File: src/rtl/phy_seq_pkg.sv
package phy_seq_pkg;

  localparam int FIELD_W = 16;
  localparam int STB_W   = 4;
  localparam int CTL_W   = FIELD_W + STB_W;
  localparam int STAT_W  = FIELD_W + 1;
  localparam int ACK_BIT = FIELD_W;

  // Strobe nibble positions follow the control word: [3]=rd [2]=wr [1]=cap data [0]=cap addr
  localparam logic [STB_W-1:0] STB_NONE    = 4'b0000;
  localparam logic [STB_W-1:0] STB_CAP_ADR = 4'b0001;
  localparam logic [STB_W-1:0] STB_CAP_DAT = 4'b0010;
  localparam logic [STB_W-1:0] STB_WR      = 4'b0100;
  localparam logic [STB_W-1:0] STB_RD      = 4'b1000;

  typedef enum logic [3:0] {
    ST_IDLE,
    ST_ADR_SET,
    ST_ADR_CAP,
    ST_ADR_REL,
    ST_DAT_SET,
    ST_DAT_CAP,
    ST_DAT_REL,
    ST_WR_STB,
    ST_WR_REL,
    ST_RD_STB,
    ST_RD_REL,
    ST_FIN
  } seq_state_e;

  function automatic logic [CTL_W-1:0] ctl_word(input logic [STB_W-1:0] stb,
                                                input logic [FIELD_W-1:0] fld);
    return {stb, fld};
  endfunction

endpackage

File: src/rtl/phy_ack_waiter.sv
module phy_ack_waiter #(
  parameter int POLL_GAP  = 200,
  parameter int MAX_POLLS = 10
) (
  input  logic clk,
  input  logic rst_n,
  input  logic active_i,
  input  logic lvl_i,
  input  logic ack_i,
  output logic hit_o,
  output logic tmo_o
);

  localparam int GAP_W  = $clog2(POLL_GAP) + 1;
  localparam int POLL_W = $clog2(MAX_POLLS) + 1;
  localparam logic [GAP_W-1:0]  GAP_RELOAD = GAP_W'(POLL_GAP - 1);
  localparam logic [POLL_W-1:0] LAST_POLL  = POLL_W'(MAX_POLLS - 1);

  logic [GAP_W-1:0]  gap_q, gap_d;
  logic [POLL_W-1:0] poll_q, poll_d;
  logic check, match;

  always_comb begin
    check = active_i && (gap_q == '0);
    match = (ack_i == lvl_i);
    hit_o = check && match;
    tmo_o = check && !match && (poll_q == LAST_POLL);
  end

  always_comb begin
    gap_d  = gap_q;
    poll_d = poll_q;
    if (!active_i || hit_o || tmo_o) begin
      gap_d  = '0;
      poll_d = '0;
    end else if (check) begin
      gap_d  = GAP_RELOAD;
      poll_d = poll_q + 1'b1;
    end else begin
      gap_d  = gap_q - 1'b1;
    end
  end

  always_ff @(posedge clk or negedge rst_n) begin
    if (!rst_n) begin
      gap_q  <= '0;
      poll_q <= '0;
    end else begin
      gap_q  <= gap_d;
      poll_q <= poll_d;
    end
  end

  // the poll count never passes the configured number of checks
  p_poll_limit_r6: assert property (@(posedge clk) disable iff (!rst_n)
    active_i |-> (poll_q < POLL_W'(MAX_POLLS)));

  // a wait ends by match or by timeout, never both
  p_verdict_excl_r6: assert property (@(posedge clk) disable iff (!rst_n)
    !(hit_o && tmo_o));

endmodule

File: src/rtl/phy_req_latch.sv
module phy_req_latch
  import phy_seq_pkg::*;
(
  input  logic               clk,
  input  logic               rst_n,
  input  logic               load_i,
  input  logic               wr_i,
  input  logic [FIELD_W-1:0] addr_i,
  input  logic [FIELD_W-1:0] wdata_i,
  output logic               wr_o,
  output logic [FIELD_W-1:0] addr_o,
  output logic [FIELD_W-1:0] wdata_o
);

  always_ff @(posedge clk or negedge rst_n) begin
    if (!rst_n) begin
      wr_o    <= 1'b0;
      addr_o  <= '0;
      wdata_o <= '0;
    end else if (load_i) begin
      wr_o    <= wr_i;
      addr_o  <= addr_i;
      wdata_o <= wdata_i;
    end
  end

endmodule

File: src/rtl/phy_seq_fsm.sv
module phy_seq_fsm
  import phy_seq_pkg::*;
(
  input  logic               clk,
  input  logic               rst_n,
  input  logic               req_i,
  input  logic [FIELD_W-1:0] addr_i,
  input  logic               lat_wr_i,
  input  logic [FIELD_W-1:0] lat_addr_i,
  input  logic [FIELD_W-1:0] lat_data_i,
  input  logic               hit_i,
  input  logic               tmo_i,
  input  logic [FIELD_W-1:0] stat_data_i,
  output logic               accept_o,
  output logic               wait_en_o,
  output logic               wait_lvl_o,
  output logic [CTL_W-1:0]   ctl_o,
  output logic               done_o,
  output logic               err_o,
  output logic [FIELD_W-1:0] rdata_o
);

  seq_state_e         state_q, state_d;
  logic [CTL_W-1:0]   ctl_q, ctl_d;
  logic               err_q, err_d;
  logic [FIELD_W-1:0] rdata_q;
  logic               rd_load;

  always_comb begin
    wait_en_o  = 1'b0;
    wait_lvl_o = 1'b0;
    unique case (state_q)
      ST_ADR_CAP, ST_DAT_CAP, ST_WR_STB, ST_RD_STB: begin
        wait_en_o  = 1'b1;
        wait_lvl_o = 1'b1;
      end
      ST_ADR_REL, ST_DAT_REL, ST_WR_REL, ST_RD_REL: begin
        wait_en_o  = 1'b1;
        wait_lvl_o = 1'b0;
      end
      default: ;
    endcase
  end

  always_comb begin
    state_d  = state_q;
    ctl_d    = ctl_q;
    err_d    = err_q;
    rd_load  = 1'b0;
    accept_o = 1'b0;
    unique case (state_q)
      ST_IDLE: if (req_i) begin
        accept_o = 1'b1;
        err_d    = 1'b0;
        ctl_d    = ctl_word(STB_NONE, addr_i);
        state_d  = ST_ADR_SET;
      end
      ST_ADR_SET: begin
        ctl_d   = ctl_word(STB_CAP_ADR, lat_addr_i);
        state_d = ST_ADR_CAP;
      end
      ST_ADR_CAP: if (hit_i) begin
        ctl_d   = ctl_word(STB_NONE, lat_addr_i);
        state_d = ST_ADR_REL;
      end
      ST_ADR_REL: if (hit_i) begin
        if (lat_wr_i) begin
          ctl_d   = ctl_word(STB_NONE, lat_data_i);
          state_d = ST_DAT_SET;
        end else begin
          ctl_d   = ctl_word(STB_RD, '0);
          state_d = ST_RD_STB;
        end
      end
      ST_DAT_SET: begin
        ctl_d   = ctl_word(STB_CAP_DAT, lat_data_i);
        state_d = ST_DAT_CAP;
      end
      ST_DAT_CAP: if (hit_i) begin
        ctl_d   = ctl_word(STB_NONE, lat_data_i);
        state_d = ST_DAT_REL;
      end
      ST_DAT_REL: if (hit_i) begin
        ctl_d   = ctl_word(STB_WR, '0);
        state_d = ST_WR_STB;
      end
      ST_WR_STB: if (hit_i) begin
        ctl_d   = ctl_word(STB_NONE, lat_data_i);
        state_d = ST_WR_REL;
      end
      ST_WR_REL: if (hit_i) begin
        ctl_d   = '0;
        state_d = ST_FIN;
      end
      ST_RD_STB: if (hit_i) begin
        rd_load = 1'b1;
        ctl_d   = '0;
        state_d = ST_RD_REL;
      end
      ST_RD_REL: if (hit_i) begin
        state_d = ST_FIN;
      end
      ST_FIN: state_d = ST_IDLE;
      default: state_d = ST_IDLE;
    endcase
    if (wait_en_o && tmo_i) begin
      rd_load = 1'b0;
      ctl_d   = '0;
      err_d   = 1'b1;
      state_d = ST_FIN;
    end
  end

  always_ff @(posedge clk or negedge rst_n) begin
    if (!rst_n) begin
      state_q <= ST_IDLE;
      ctl_q   <= '0;
      err_q   <= 1'b0;
    end else begin
      state_q <= state_d;
      ctl_q   <= ctl_d;
      err_q   <= err_d;
    end
  end

  always_ff @(posedge clk or negedge rst_n) begin
    if (!rst_n) begin
      rdata_q <= '0;
    end else if (rd_load) begin
      rdata_q <= stat_data_i;
    end
  end

  assign ctl_o   = ctl_q;
  assign done_o  = (state_q == ST_FIN);
  assign err_o   = done_o && err_q;
  assign rdata_o = rdata_q;

  // done lasts exactly one cycle
  p_done_pulse_r9: assert property (@(posedge clk) disable iff (!rst_n)
    done_o |=> !done_o);

  // error never appears without done
  p_err_with_done_r9: assert property (@(posedge clk) disable iff (!rst_n)
    err_o |-> done_o);

  // the control word is clear whenever an access completes
  p_fin_clear_r7: assert property (@(posedge clk) disable iff (!rst_n)
    done_o |-> (ctl_o == '0));

endmodule

File: src/rtl/phy_reg_seq.sv
module phy_reg_seq
  import phy_seq_pkg::*;
#(
  parameter int POLL_GAP  = 200,
  parameter int MAX_POLLS = 10
) (
  input  logic                 clk,
  input  logic                 rst_n,
  input  logic                 req_i,
  input  logic                 wr_i,
  input  logic [FIELD_W-1:0]   addr_i,
  input  logic [FIELD_W-1:0]   wdata_i,
  output logic                 done_o,
  output logic                 err_o,
  output logic [FIELD_W-1:0]   rdata_o,
  output logic [CTL_W-1:0]     phy_ctl_o,
  input  logic [STAT_W-1:0]    phy_stat_i
);

  logic               accept, wait_en, wait_lvl, hit, tmo;
  logic               lat_wr;
  logic [FIELD_W-1:0] lat_addr, lat_data;
  logic               ack;

  assign ack = phy_stat_i[ACK_BIT];

  phy_req_latch u_latch (
    .clk     (clk),
    .rst_n   (rst_n),
    .load_i  (accept),
    .wr_i    (wr_i),
    .addr_i  (addr_i),
    .wdata_i (wdata_i),
    .wr_o    (lat_wr),
    .addr_o  (lat_addr),
    .wdata_o (lat_data)
  );

  phy_ack_waiter #(
    .POLL_GAP  (POLL_GAP),
    .MAX_POLLS (MAX_POLLS)
  ) u_waiter (
    .clk      (clk),
    .rst_n    (rst_n),
    .active_i (wait_en),
    .lvl_i    (wait_lvl),
    .ack_i    (ack),
    .hit_o    (hit),
    .tmo_o    (tmo)
  );

  phy_seq_fsm u_fsm (
    .clk         (clk),
    .rst_n       (rst_n),
    .req_i       (req_i),
    .addr_i      (addr_i),
    .lat_wr_i    (lat_wr),
    .lat_addr_i  (lat_addr),
    .lat_data_i  (lat_data),
    .hit_i       (hit),
    .tmo_i       (tmo),
    .stat_data_i (phy_stat_i[FIELD_W-1:0]),
    .accept_o    (accept),
    .wait_en_o   (wait_en),
    .wait_lvl_o  (wait_lvl),
    .ctl_o       (phy_ctl_o),
    .done_o      (done_o),
    .err_o       (err_o),
    .rdata_o     (rdata_o)
  );

  // never more than one strobe at a time
  p_one_strobe_r5: assert property (@(posedge clk) disable iff (!rst_n)
    $onehot0(phy_ctl_o[CTL_W-1:FIELD_W]));

  // a strobe is withdrawn only after acknowledge was seen high, or on abort
  p_strobe_drop_r4: assert property (@(posedge clk) disable iff (!rst_n)
    $fell(|phy_ctl_o[CTL_W-1:FIELD_W]) |-> ($past(ack) || err_o));

endmodule

File: config.mk
export PLATFORM = sky130hd
export DESIGN_NAME = phy_reg_seq
export DESIGN_NICKNAME = d
export VERILOG_FILES = /design/src/rtl/phy_seq_pkg.sv /design/src/rtl/phy_ack_waiter.sv /design/src/rtl/phy_req_latch.sv /design/src/rtl/phy_seq_fsm.sv /design/src/rtl/phy_reg_seq.sv
export SDC_FILE = /design/constraint.sdc
export NUM_CORES = 1
export LEC_CHECK = 0
export BUFFER_PORTS_ARGS = -buffer_cell sky130_fd_sc_hd__clkbuf_2
export CAP_MARGIN = 20
export CORE_MARGIN = 4
export CORE_UTILIZATION = 58
export DETAILED_ROUTE_END_ITERATION = 16
export PLACE_DENSITY = 0.89
export SYNTH_ARGS = -nofsm -noshare
export SYNTH_HDL_FRONTEND = slang
export SYNTH_SLANG_ARGS = --single-unit
File: constraint.sdc
create_clock -name clk -period 3.3 [get_ports clk]
set_clock_uncertainty 0.1 [all_clocks]
set_input_delay 0.495 -clock clk [delete_from_list [all_inputs] [get_ports clk]]
set_output_delay 0.495 -clock clk [all_outputs]
set_load 0.05 [all_outputs]
==> flow_metrics.py <==
metrics = {
    "timing": {
        "fin_crit_ps": 2740,
        "worstMarginPinSlew_ps": 693,
        "hold_ws_ps": 262,
        "max_slew_margin_pct": 53.5,
        "finalSetupViolCount": 0,
        "period_share_pct": 83.1,
        "max_freq_mhz": 365,
        "rsz0062_at_grt": "no",
        "final_hold_viol_count": 0,
        "slew_violations": 0,
        "fin_tns_setup_ps": 0,
    },
    "layout": {
        "fin_area_um2": 4740,
        "drive_gt1_share_pct": 39.8,
        "syn_to_final_growth_pct": 18.1,
        "final_common_cell": "clkbuf_2",
        "seq_area_um2": 2200,
        "final_cell_mix": "clkbuf_2, dfrtp_1, mux2_2",
        "nNetsFinal": 469,
        "antenna_cells": 0,
        "multiInputGateArea_um2": 1700,
        "num-fill-cells": 448,
    },
    "power_and_ir_drop": {
        "seq_power_share_pct": 36.8,
        "internal_power_mw": 2.78,
        "p_total_mw": 4.97,
        "ir_drop_v": 0.000623,
        "swShare_pct": 44.1,
        "clockPowerShare_pct": 14.9,
        "leakage_nw": 2.36,
        "p_per_area_nw_per_um2": 1050,
        "p_switching_mw": 2.19,
        "comb_power_share_pct": 48.3,
    },
    "worst_setup_path": {
        "cp_data_required_time_ps": 3470,
        "crit_type": "reg2reg",
        "r2r_setup_slack_ps": 560,
        "crit_path_start_kind": "flip-flop",
        "cp.arrival_ps": 2910,
        "worstPathMaxFanout": 16,
        "crit_path_end_kind": "flip-flop",
    },
    "clock_network": {
        "cts.sinks": 88,
        "cts_buffers": 9,
        "cts_buffer_depth": 2,
        "htreeDepth": 3,
        "clkSlewWorstSetupHoldPaths_ps": 90,
        "tritoncts": "built",
        "cts_setup_buffers": 0,
        "clk_latency_ps": 360,
        "cts.root.buffer_cell": "clkbuf_8",
        "post_cts_resize_count": 0,
    },
    "routing": {
        "drt_pre_antenna_iters": 6,
        "drc": 0,
        "viasPerCell": 5.88,
        "routed_wirelength_um": 8540,
        "dr_total_vias": 2920,
        "routedWlPerCell_um": 17.2,
        "ant_nets": 0,
        "drt-initial-drc-count": 220,
    },
    "grt": {
        "grt_pass1_wl_um": 14300,
        "grt_max_degree": 89,
        "first_global_vias": 2907,
        "gr-total-overflow": 0,
        "antenna_found_initial": 0,
        "grtUsageTotal_pct": 21.7,
    },
    "logic_synthesis": {
        "netlist_area_um2": 4010,
        "yosys_warnings": 0,
        "synth_flop_cell": "dfrtp_1",
        "synthArstFlopShare_pct": 100,
        "ys_seq_elements": 88,
        "ys_types": 48,
        "synthesis.nets": 380,
        "ys_seq_area_share_pct": 54.9,
        "syn_inst": 323,
        "syn_avg_cell_area_um2": 12.4,
        "synth_edf_count": 0,
    },
    "die": {
        "ios": 91,
        "die-area_um2": 8310,
        "core_area_um2": 6760,
        "initial_core_util_pct": 59.3,
        "rows": 30,
        "die_x_um": 91.1,
        "die_y_um": 91.1,
    },
    "run": {
        "drv_cap": 0,
    },
    "status": {
        "status": "finished, final reports clean",
    },
    "placement": {
        "place_congestion": 0.940,
        "io_buffers": 90,
        "place_area_um2": 4500,
        "hpwlAfterDp_um": 5880,
    },
    "hold_path": {
        "worstHoldPathType": "in2reg",
    },
}
-- cell usage after synthesis (2+ instances only) --
cell type,instances,area (µm²)
nand4_1,2,12.5
nor2_1,13,48.8
o21ai_0,5,25.0
buf_2,8,40.0
nor4_1,2,12.5
and2_1,5,31.3
xor2_1,5,43.8
mux2_2,49,552
mux2i_1,19,190
inv_1,6,22.5
nand2_1,31,116
dfrtp_1,88,2200
a21oi_1,9,45.0
nor3b_1,3,22.5
buf_4,2,15.0
nor2b_1,5,31.3
xnor2_1,6,52.6
o31a_1,2,17.5
nand3_1,5,25.0
clkbuf_1,7,26.3
a32o_1,2,20.0
ha_1,4,50.1
nor3_1,5,25.0
a222oi_1,16,160
-- per-layer routing --
metal | track usage (%) | vias up | wire length (µm)
met5 | 0 | - | 0
li1 | - | 1355 | -
met4 | 8.54 | 0 | 107
met2 | 34.2 | 118 | 4230
met1 | 28.5 | 1437 | 3530
met3 | 6.38 | 10 | 670
-- logic make-up after synthesis --
family	share of synthesized area, %
compound gates	9.46
xor+xnor	2.40
fa+ha+maj	1.25
buf+inv	2.87
flops	54.9
mux	18.5
simple gates	10.6
-- final timing paths --
kind,to,depth (start not counted),start
max reg2reg,u_fsm.ctl_o[14],6,u_fsm.state_q[2]
min reg2reg,u_fsm.err_q,2,u_fsm.err_q
min,u_fsm.rdata_o[14],2,phy_stat_i[14]
max,u_fsm.ctl_o[14],6,u_fsm.state_q[2]
min in group asynchronous,u_latch.addr_o[1],2,rst_n
max in group asynchronous,u_latch.wdata_o[11],3,rst_n
-- final cells by class --
class	instances	area share (%)
clock buffers	9	2.62
clock inverters	7	1.48
inverters	6	0.476
multi-input cells	211	35.8
flip-flops and latches	88	46.5
well taps	80	2.11
repair buffers	96	11.0
-- through the flow --
stage,setup WS [ps],instances,util (%)
final,559,497,70.1
after global routing,424,497,70.1
after CTS,572,495,69.5
after detailed placement,646,479,66.7
after global placement,814,479,66.7
after floorplan,318,323,-
-- state kept, by name, summed over array words and instances, names as in the netlist --
register and flops:
u_fsm.ctl_o 20, u_fsm.rdata_o 16, u_latch.addr_o 16, u_latch.wdata_o 16
u_waiter.gap_q 9, u_waiter.poll_q 5, u_fsm.state_q 4, u_fsm.err_q 1
u_latch.wr_o 1
-- timing repair --
item,in CTS,in global routing
setup endpoints to repair,0,0
endpoints found under the hold margin,0,9
hold buffers,0,1
-- power groups by stage --
stage                     sequential, mW  clock (mW)  combinational (mW)
after floorplan                     2.31           0                1.37
after global placement              1.82           0                2.31
after detailed placement            1.85           0                2.39
after CTS                           1.83       0.753                2.40
after global routing                1.88       0.802                2.60
final                               1.83       0.739                2.40
-- critical path, cell delays in order, from the launching register on --
cell and delay [ps]:
dfrtp_1 630, and4bb_2 350, o31a_1 270, o211ai_1 230, a21o_1 480, buf_4 320
mux2i_1 260
No activity file was read; power rests on OpenSTA's default activity.
